### src/rtl/irq_vc_pkg.sv
package irq_vc_pkg;
    parameter int SRC_N  = 64;   // number of sources
    parameter int DATA_W = 32;   // register word width
    parameter int PRIO_W = 4;    // per-source priority width
    parameter int MASK_W = 5;    // normal mask width
    parameter int IDX_W  = 6;    // register index width
    parameter int CTRL_W = 8;    // kept control bits

    localparam int SRC_IDX_W  = $clog2(SRC_N);
    localparam int PER_WORD   = DATA_W / PRIO_W;
    localparam int PRIO_WORDS = SRC_N / PER_WORD;
    localparam int PW_W       = $clog2(PRIO_WORDS);
    localparam int MASK_ALL   = (1 << MASK_W) - 1;
    localparam int VEC_SHIFT  = 16;

    typedef enum logic [IDX_W-1:0] {
        REG_CTRL     = 6'd0,
        REG_MASK     = 6'd1,
        REG_EN_NUM   = 6'd2,
        REG_DIS_NUM  = 6'd3,
        REG_EN_HI    = 6'd4,
        REG_EN_LO    = 6'd5,
        REG_TYPE_HI  = 6'd6,
        REG_TYPE_LO  = 6'd7,
        REG_NVEC     = 6'd16,
        REG_FVEC     = 6'd17,
        REG_SRC_HI   = 6'd18,
        REG_SRC_LO   = 6'd19,
        REG_FORCE_HI = 6'd20,
        REG_FORCE_LO = 6'd21,
        REG_NPEND_HI = 6'd22,
        REG_NPEND_LO = 6'd23,
        REG_FPEND_HI = 6'd24,
        REG_FPEND_LO = 6'd25
    } reg_idx_e;

    localparam logic [IDX_W-1:0] PRIO_BASE = 6'd8;
    localparam logic [IDX_W-1:0] PRIO_LAST = 6'd15;
endpackage

### src/rtl/irq_vc_prio_arb.sv
// Normal-source arbitration: best priority (ties to the higher number)
// and the mask-gated request.
module irq_vc_prio_arb
    import irq_vc_pkg::*;
(
    input  logic [SRC_N-1:0]        cand_i,
    input  logic [SRC_N*PRIO_W-1:0] prio_i,
    input  logic [MASK_W-1:0]       mask_i,
    output logic                    found_o,
    output logic [SRC_IDX_W-1:0]    idx_o,
    output logic [PRIO_W-1:0]       lvl_o,
    output logic                    req_o
);
    logic above;

    always_comb begin
        found_o = 1'b0;
        idx_o   = '0;
        lvl_o   = '0;
        above   = 1'b0;
        for (int i = 0; i < SRC_N; i++) begin
            if (cand_i[i] && (!found_o || prio_i[i*PRIO_W +: PRIO_W] >= lvl_o)) begin
                found_o = 1'b1;
                idx_o   = SRC_IDX_W'(i);
                lvl_o   = prio_i[i*PRIO_W +: PRIO_W];
            end
            if (cand_i[i] && (MASK_W'(prio_i[i*PRIO_W +: PRIO_W]) > mask_i))
                above = 1'b1;
        end
        req_o = (mask_i == MASK_W'(MASK_ALL)) ? (|cand_i) : above;
    end
endmodule

### src/rtl/irq_vc_fast_pick.sv
// Fast-source selection: lowest-numbered candidate wins.
module irq_vc_fast_pick
    import irq_vc_pkg::*;
(
    input  logic [SRC_N-1:0]     cand_i,
    output logic                 found_o,
    output logic [SRC_IDX_W-1:0] idx_o
);
    always_comb begin
        found_o = 1'b0;
        idx_o   = '0;
        for (int i = SRC_N - 1; i >= 0; i--) begin
            if (cand_i[i]) begin
                found_o = 1'b1;
                idx_o   = SRC_IDX_W'(i);
            end
        end
    end
endmodule

### src/rtl/irq_vector_ctrl.sv
module irq_vector_ctrl
    import irq_vc_pkg::*;
(
    input  logic              clk,
    input  logic              rst_n,
    input  logic [SRC_N-1:0]  src_i,
    input  logic              wr_en_i,
    input  logic [IDX_W-1:0]  wr_idx_i,
    input  logic [DATA_W-1:0] wr_data_i,
    input  logic              rd_en_i,
    input  logic [IDX_W-1:0]  rd_idx_i,
    output logic [DATA_W-1:0] rd_data_o,
    output logic              nirq_o,
    output logic              firq_o
);
    // Architectural state
    logic [SRC_N-1:0]  pend_q, en_q, type_q, src_q;
    logic [SRC_N-1:0]  pend_d, en_d, type_d;
    logic [DATA_W-1:0] prio_q [PRIO_WORDS];
    logic [DATA_W-1:0] prio_d [PRIO_WORDS];
    logic [MASK_W-1:0] mask_q, mask_d;
    logic [CTRL_W-1:0] ctrl_q, ctrl_d;
    logic [DATA_W-1:0] rd_mux;

    // Flattened priorities for the arbiter
    logic [SRC_N*PRIO_W-1:0] prio_flat;
    for (genvar w = 0; w < PRIO_WORDS; w++) begin : g_prio
        assign prio_flat[w*DATA_W +: DATA_W] = prio_q[w];
    end

    // Qualified candidates
    logic [SRC_N-1:0] n_cand, f_cand;
    assign n_cand = pend_q & en_q & ~type_q;
    assign f_cand = pend_q & en_q & type_q;

    logic                 n_found, f_found;
    logic [SRC_IDX_W-1:0] n_idx, f_idx;
    logic [PRIO_W-1:0]    n_lvl;

    irq_vc_prio_arb u_arb (
        .cand_i  (n_cand),
        .prio_i  (prio_flat),
        .mask_i  (mask_q),
        .found_o (n_found),
        .idx_o   (n_idx),
        .lvl_o   (n_lvl),
        .req_o   (nirq_o)
    );

    irq_vc_fast_pick u_fast (
        .cand_i  (f_cand),
        .found_o (f_found),
        .idx_o   (f_idx)
    );

    assign firq_o = f_found;

    // Index decode helpers
    logic             wr_prio, rd_prio;
    logic [PW_W-1:0]  wr_word, rd_word;
    logic [SRC_IDX_W-1:0] wr_num;
    assign wr_prio = (wr_idx_i >= PRIO_BASE) && (wr_idx_i <= PRIO_LAST);
    assign rd_prio = (rd_idx_i >= PRIO_BASE) && (rd_idx_i <= PRIO_LAST);
    assign wr_word = PW_W'(PRIO_LAST - wr_idx_i);
    assign rd_word = PW_W'(PRIO_LAST - rd_idx_i);
    assign wr_num  = wr_data_i[SRC_IDX_W-1:0];

    // Next-state: input tracking, then writes, then acknowledges
    always_comb begin
        logic [SRC_N-1:0] chg;
        chg    = src_i ^ src_q;
        pend_d = (pend_q & ~chg) | (src_i & chg);
        en_d   = en_q;
        type_d = type_q;
        mask_d = mask_q;
        ctrl_d = ctrl_q;
        for (int w = 0; w < PRIO_WORDS; w++) prio_d[w] = prio_q[w];

        if (wr_en_i) begin
            case (wr_idx_i)
                REG_CTRL:     ctrl_d = wr_data_i[CTRL_W-1:0];
                REG_MASK:     mask_d = wr_data_i[MASK_W-1:0];
                REG_EN_NUM:   en_d[wr_num] = 1'b1;
                REG_DIS_NUM:  en_d[wr_num] = 1'b0;
                REG_EN_HI:    en_d[SRC_N-1 -: DATA_W] = wr_data_i;
                REG_EN_LO:    en_d[DATA_W-1:0] = wr_data_i;
                REG_TYPE_HI:  type_d[SRC_N-1 -: DATA_W] = wr_data_i;
                REG_TYPE_LO:  type_d[DATA_W-1:0] = wr_data_i;
                REG_FORCE_HI: pend_d[SRC_N-1 -: DATA_W] = wr_data_i;
                REG_FORCE_LO: pend_d[DATA_W-1:0] = wr_data_i;
                default: begin
                    if (wr_prio) prio_d[wr_word] = wr_data_i;
                end
            endcase
        end

        if (rd_en_i && rd_idx_i == REG_NVEC && n_found) pend_d[n_idx] = 1'b0;
        if (rd_en_i && rd_idx_i == REG_FVEC && f_found) pend_d[f_idx] = 1'b0;
    end

    // Read multiplexer
    always_comb begin
        rd_mux = '0;
        case (rd_idx_i)
            REG_CTRL:     rd_mux = DATA_W'(ctrl_q);
            REG_MASK:     rd_mux = DATA_W'(mask_q);
            REG_EN_HI:    rd_mux = en_q[SRC_N-1 -: DATA_W];
            REG_EN_LO:    rd_mux = en_q[DATA_W-1:0];
            REG_TYPE_HI:  rd_mux = type_q[SRC_N-1 -: DATA_W];
            REG_TYPE_LO:  rd_mux = type_q[DATA_W-1:0];
            REG_NVEC:     rd_mux = n_found ? ((DATA_W'(n_idx) << VEC_SHIFT) | DATA_W'(n_lvl)) : '1;
            REG_FVEC:     rd_mux = f_found ? DATA_W'(f_idx) : '1;
            REG_SRC_HI:   rd_mux = pend_q[SRC_N-1 -: DATA_W];
            REG_SRC_LO:   rd_mux = pend_q[DATA_W-1:0];
            REG_NPEND_HI: rd_mux = n_cand[SRC_N-1 -: DATA_W];
            REG_NPEND_LO: rd_mux = n_cand[DATA_W-1:0];
            REG_FPEND_HI: rd_mux = f_cand[SRC_N-1 -: DATA_W];
            REG_FPEND_LO: rd_mux = f_cand[DATA_W-1:0];
            default: begin
                if (rd_prio) rd_mux = prio_q[rd_word];
            end
        endcase
    end

    // State register
    always_ff @(posedge clk) begin
        if (!rst_n) begin
            pend_q    <= '0;
            en_q      <= '0;
            type_q    <= '0;
            src_q     <= '0;
            mask_q    <= MASK_W'(MASK_ALL);
            ctrl_q    <= '0;
            rd_data_o <= '0;
            for (int w = 0; w < PRIO_WORDS; w++) prio_q[w] <= '0;
        end else begin
            pend_q <= pend_d;
            en_q   <= en_d;
            type_q <= type_d;
            src_q  <= src_i;
            mask_q <= mask_d;
            ctrl_q <= ctrl_d;
            for (int w = 0; w < PRIO_WORDS; w++) prio_q[w] <= prio_d[w];
            if (rd_en_i) rd_data_o <= rd_mux;
        end
    end
endmodule

### config.mk
export PLATFORM = sky130hd
export DESIGN_NAME = irq_vector_ctrl
export DESIGN_NICKNAME = d
export VERILOG_FILES = /design/src/rtl/irq_vc_pkg.sv /design/src/rtl/irq_vc_prio_arb.sv /design/src/rtl/irq_vc_fast_pick.sv /design/src/rtl/irq_vector_ctrl.sv
export SDC_FILE = /design/constraint.sdc
export NUM_CORES = 2
export LEC_CHECK = 0
export BUFFER_PORTS_ARGS = -buffer_cell sky130_fd_sc_hd__buf_2
export CAP_MARGIN = 25
export CORE_ASPECT_RATIO = 0.8
export CORE_MARGIN = 5
export CORE_UTILIZATION = 45
export DETAILED_ROUTE_END_ITERATION = 10
export SYNTH_ARGS = -nofsm -noshare
export SYNTH_HDL_FRONTEND = slang
export SYNTH_SLANG_ARGS = --single-unit
### constraint.sdc
create_clock -name clk -period 156.4 [get_ports clk]
set_clock_uncertainty 0.1 [all_clocks]
set_input_delay 15.64 -clock clk [delete_from_list [all_inputs] [get_ports clk]]
set_output_delay 15.64 -clock clk [all_outputs]
set_load 0.01 [all_outputs]
==> impl_metrics.ini <==
[run_status]
status = finished, final reports clean

[logic_synthesis]
synth_nets = 6891
synth_area_leader_cell = dfxtp_1
synth_common_cells = 1171 x nand2_1, 557 x dfxtp_1, 453 x ha_1, 410 x nor2_1, 349 x a21boi_0
syn_area_sq_mm = 0.0477
post-synth-top-count-cell = nand2_1
seq_area_frac_synth_pct = 23.4
synth.distinct_cells = 110
yosysWarnings = 0
postSynthAreaPerCell_sq_um = 7.54
synth-seq-cells = 557
synth_top_area_share_pct = 23.4
synthArstFlopShare_pct = 0
synth_cells = 6326
ys.flop_type = dfxtp_1
synth_edf_count = 0
yosys-top-cells-area = dfxtp_1 23%, ha_1 12%, nand2_1 9.2%

[grt]
grtUsageTotal_pct = 43.2
antenna_found_initial = 34
overflow = 0
grt_pass1_vias = 47115
grt_pass1_wl_microns = 355000
grt_max_degree = 232

[detailed_routing]
drtAntennaViolNets = 0
drt-total-wl_microns = 255000
routed-via-count = 53547
viasPerCell = 6.88
detail_route.iter0.violations = 8727
dr.pass1.iters = 7
wire_per_inst_microns = 32.8
drc = 0

[finish]
final_area_sq_mm = 0.0522
nets = 6876
area_growth_pct = 9.46
drive_above_1_share_pct = 10.4

[die]
dieHeight_microns = 301
die_x_microns = 374
core_area_sq_mm = 0.105
rows = 106
dieArea_sq_mm = 0.113
io_pins = 146
start_util_pct = 45.5

[worst_hold_path]
holdPathEnd = prio_q[4][4]
worstHoldStart = prio_q[4][4]
whs_path_depth = 2
hp-class = flop to flop

[timing]
relSlewSlack_pct = 9.57
finalCritPeriodShare_pct = 73.4
setup_viol_count_final = 0
fmax_mhz = 8.72
slew_viol_final = 0
min_period_ns = 114.74
tns_ns = 0
worstMarginPinSlew_ns = 1.36
rsz0062_at_grt = no
hold_violations = 0

[worst_setup_path]
cp-end-kind = flop
start_kind = flop
cpMostUsedCell = a21oi_1
cp.arrival_ns = 115.14
worstReg2RegEnd = pend_q[0]
critPathSlowestCell = nor2_1
rrSetupSlack_ns = 41.66
crit_fanout = 12
crit_required_ns = 156.79
regToRegStartpoint = pend_q[0]
critPathMaxStageDelay_ns = 0.78
r2r_cells = 510
critical_path_class = flop to flop

[cts]
cts-resized-gates = 0
clk_latency_ns = 0.68
postCtsSetupBuffers = 0
cts.path.max_buffers = 3
root_buffer = clkbuf_16
htreeDepth = 3
holdBufCountCts = 0
numCtsBuffers = 67
clkSlewWorstSetupHoldPaths_ns = 0.07
cts_sinks = 557
cts_tree = built

[pwr]
ir_worst_vdd_mv = 0.00709
powerDensity_mw_per_mm2 = 7.32
leakagePower_nw = 20.8

[placement]
portBuffers = 145
hpwl_microns = 191000
place_congestion = 1.08
place_area_sq_mm = 0.0499

[run]
cap_violations = 0
==> per-stage QoR <==
stage	cells	power (mW)	utilization (%)	setup WS, ns	hold WS (ns)
2_1_floorplan	6326	0.191	-	58.06	0.343
3_3_place_gp	7635	0.216	47.5	45.45	0.352
3_5_place_dp	7639	0.216	47.6	43.38	0.360
4_1_cts	7757	0.378	49.7	42.96	0.368
5_1_grt	7766	0.391	49.7	32.37	0.383
6_report	7780	0.382	49.8	41.66	0.364
==> layout make-up <==
cell class / instances / area [sq um]
repair buffers: 266 / 1710
clock inverters: 31 / 334
fillers: 10378 / 52700
diodes: 16 / 40.0
well taps: 1404 / 1760
inverters: 247 / 931
flip-flops and latches: 557 / 11200
clock buffers: 87 / 1860
multi-input cells: 5172 / 34400
==> report_power, final <==
group / internal [mW] / switching, mW / leakage (nW)
Sequential: 0.145 / 0.00501 / 4.53
Combinational: 0.0223 / 0.0444 / 15.2
Clock: 0.0928 / 0.0724 / 1.09
==> cell usage in the layout, fill, tap and decap left out, types with 72 or more instances in the layout <==
cell | netlist | routed
a21boi_0 | 349 | 349
a21o_1 | 73 | 73
a21oi_1 | 345 | 345
a31oi_1 | 72 | 72
and2_1 | 110 | 110
buf_2 | 15 | 144
buf_4 | 2 | 111
dfxtp_1 | 557 | 556
ha_1 | 453 | 453
inv_1 | 247 | 244
nand2_1 | 1171 | 1169
nand2b_1 | 157 | 157
nand3_1 | 146 | 144
nand4_1 | 98 | 98
nor2_1 | 410 | 393
nor2b_1 | 110 | 108
nor3_1 | 132 | 125
o211a_1 | 74 | 74
o21ai_0 | 315 | 314
o311ai_0 | 72 | 72
==> cell families after synthesis <==
group | after synthesis | share of synthesized area [%]
adder cells (fa/ha/maj) | 494 | 12.7
multiplexers | 153 | 5.00
buffers and inverters | 597 | 4.77
AND/OR/NAND/NOR | 2600 | 25.5
flip-flops | 557 | 23.4
AO/OA/AOI/OAI | 1925 | 28.6
==> worst max-delay path by stage <==
stage,slack (ns),start,end
final,41.66,pend_q[0],pend_q[0]
after global routing,32.37,pend_q[0],pend_q[0]
after CTS,42.96,pend_q[0],pend_q[0]
after detailed placement,43.38,pend_q[0],pend_q[0]
after global placement,45.45,pend_q[0],pend_q[0]
after floorplan,58.06,en_q[0],pend_q[17]
==> flip-flops by register name, summed over array words and instances, names as in the netlist <==
name	flops
prio_q	256
en_q	64
pend_q	64
src_q	64
type_q	64
rd_data_o	32
ctrl_q	8
mask_q	5
==> worst max-delay path, delay by kind of cell (launching register included) <==
kind / cells / cell delay, ns
AOI/OAI and AO/OA: 235 / 56.78
adders and majority gates: 69 / 18.95
buffers and inverters: 18 / 2.10
DFF: 1 / 0.52
muxes: 20 / 7.29
and+or+nand+nor: 168 / 28.79
==> layer usage <==
metal,global-route usage [%],part of all wire (%)
met2,59.6,38
met3,17.6,16
met5,0,0.054
met1,56.2,38
met4,25.5,7.7
Note: power is estimated with default switching activity, not from simulation.
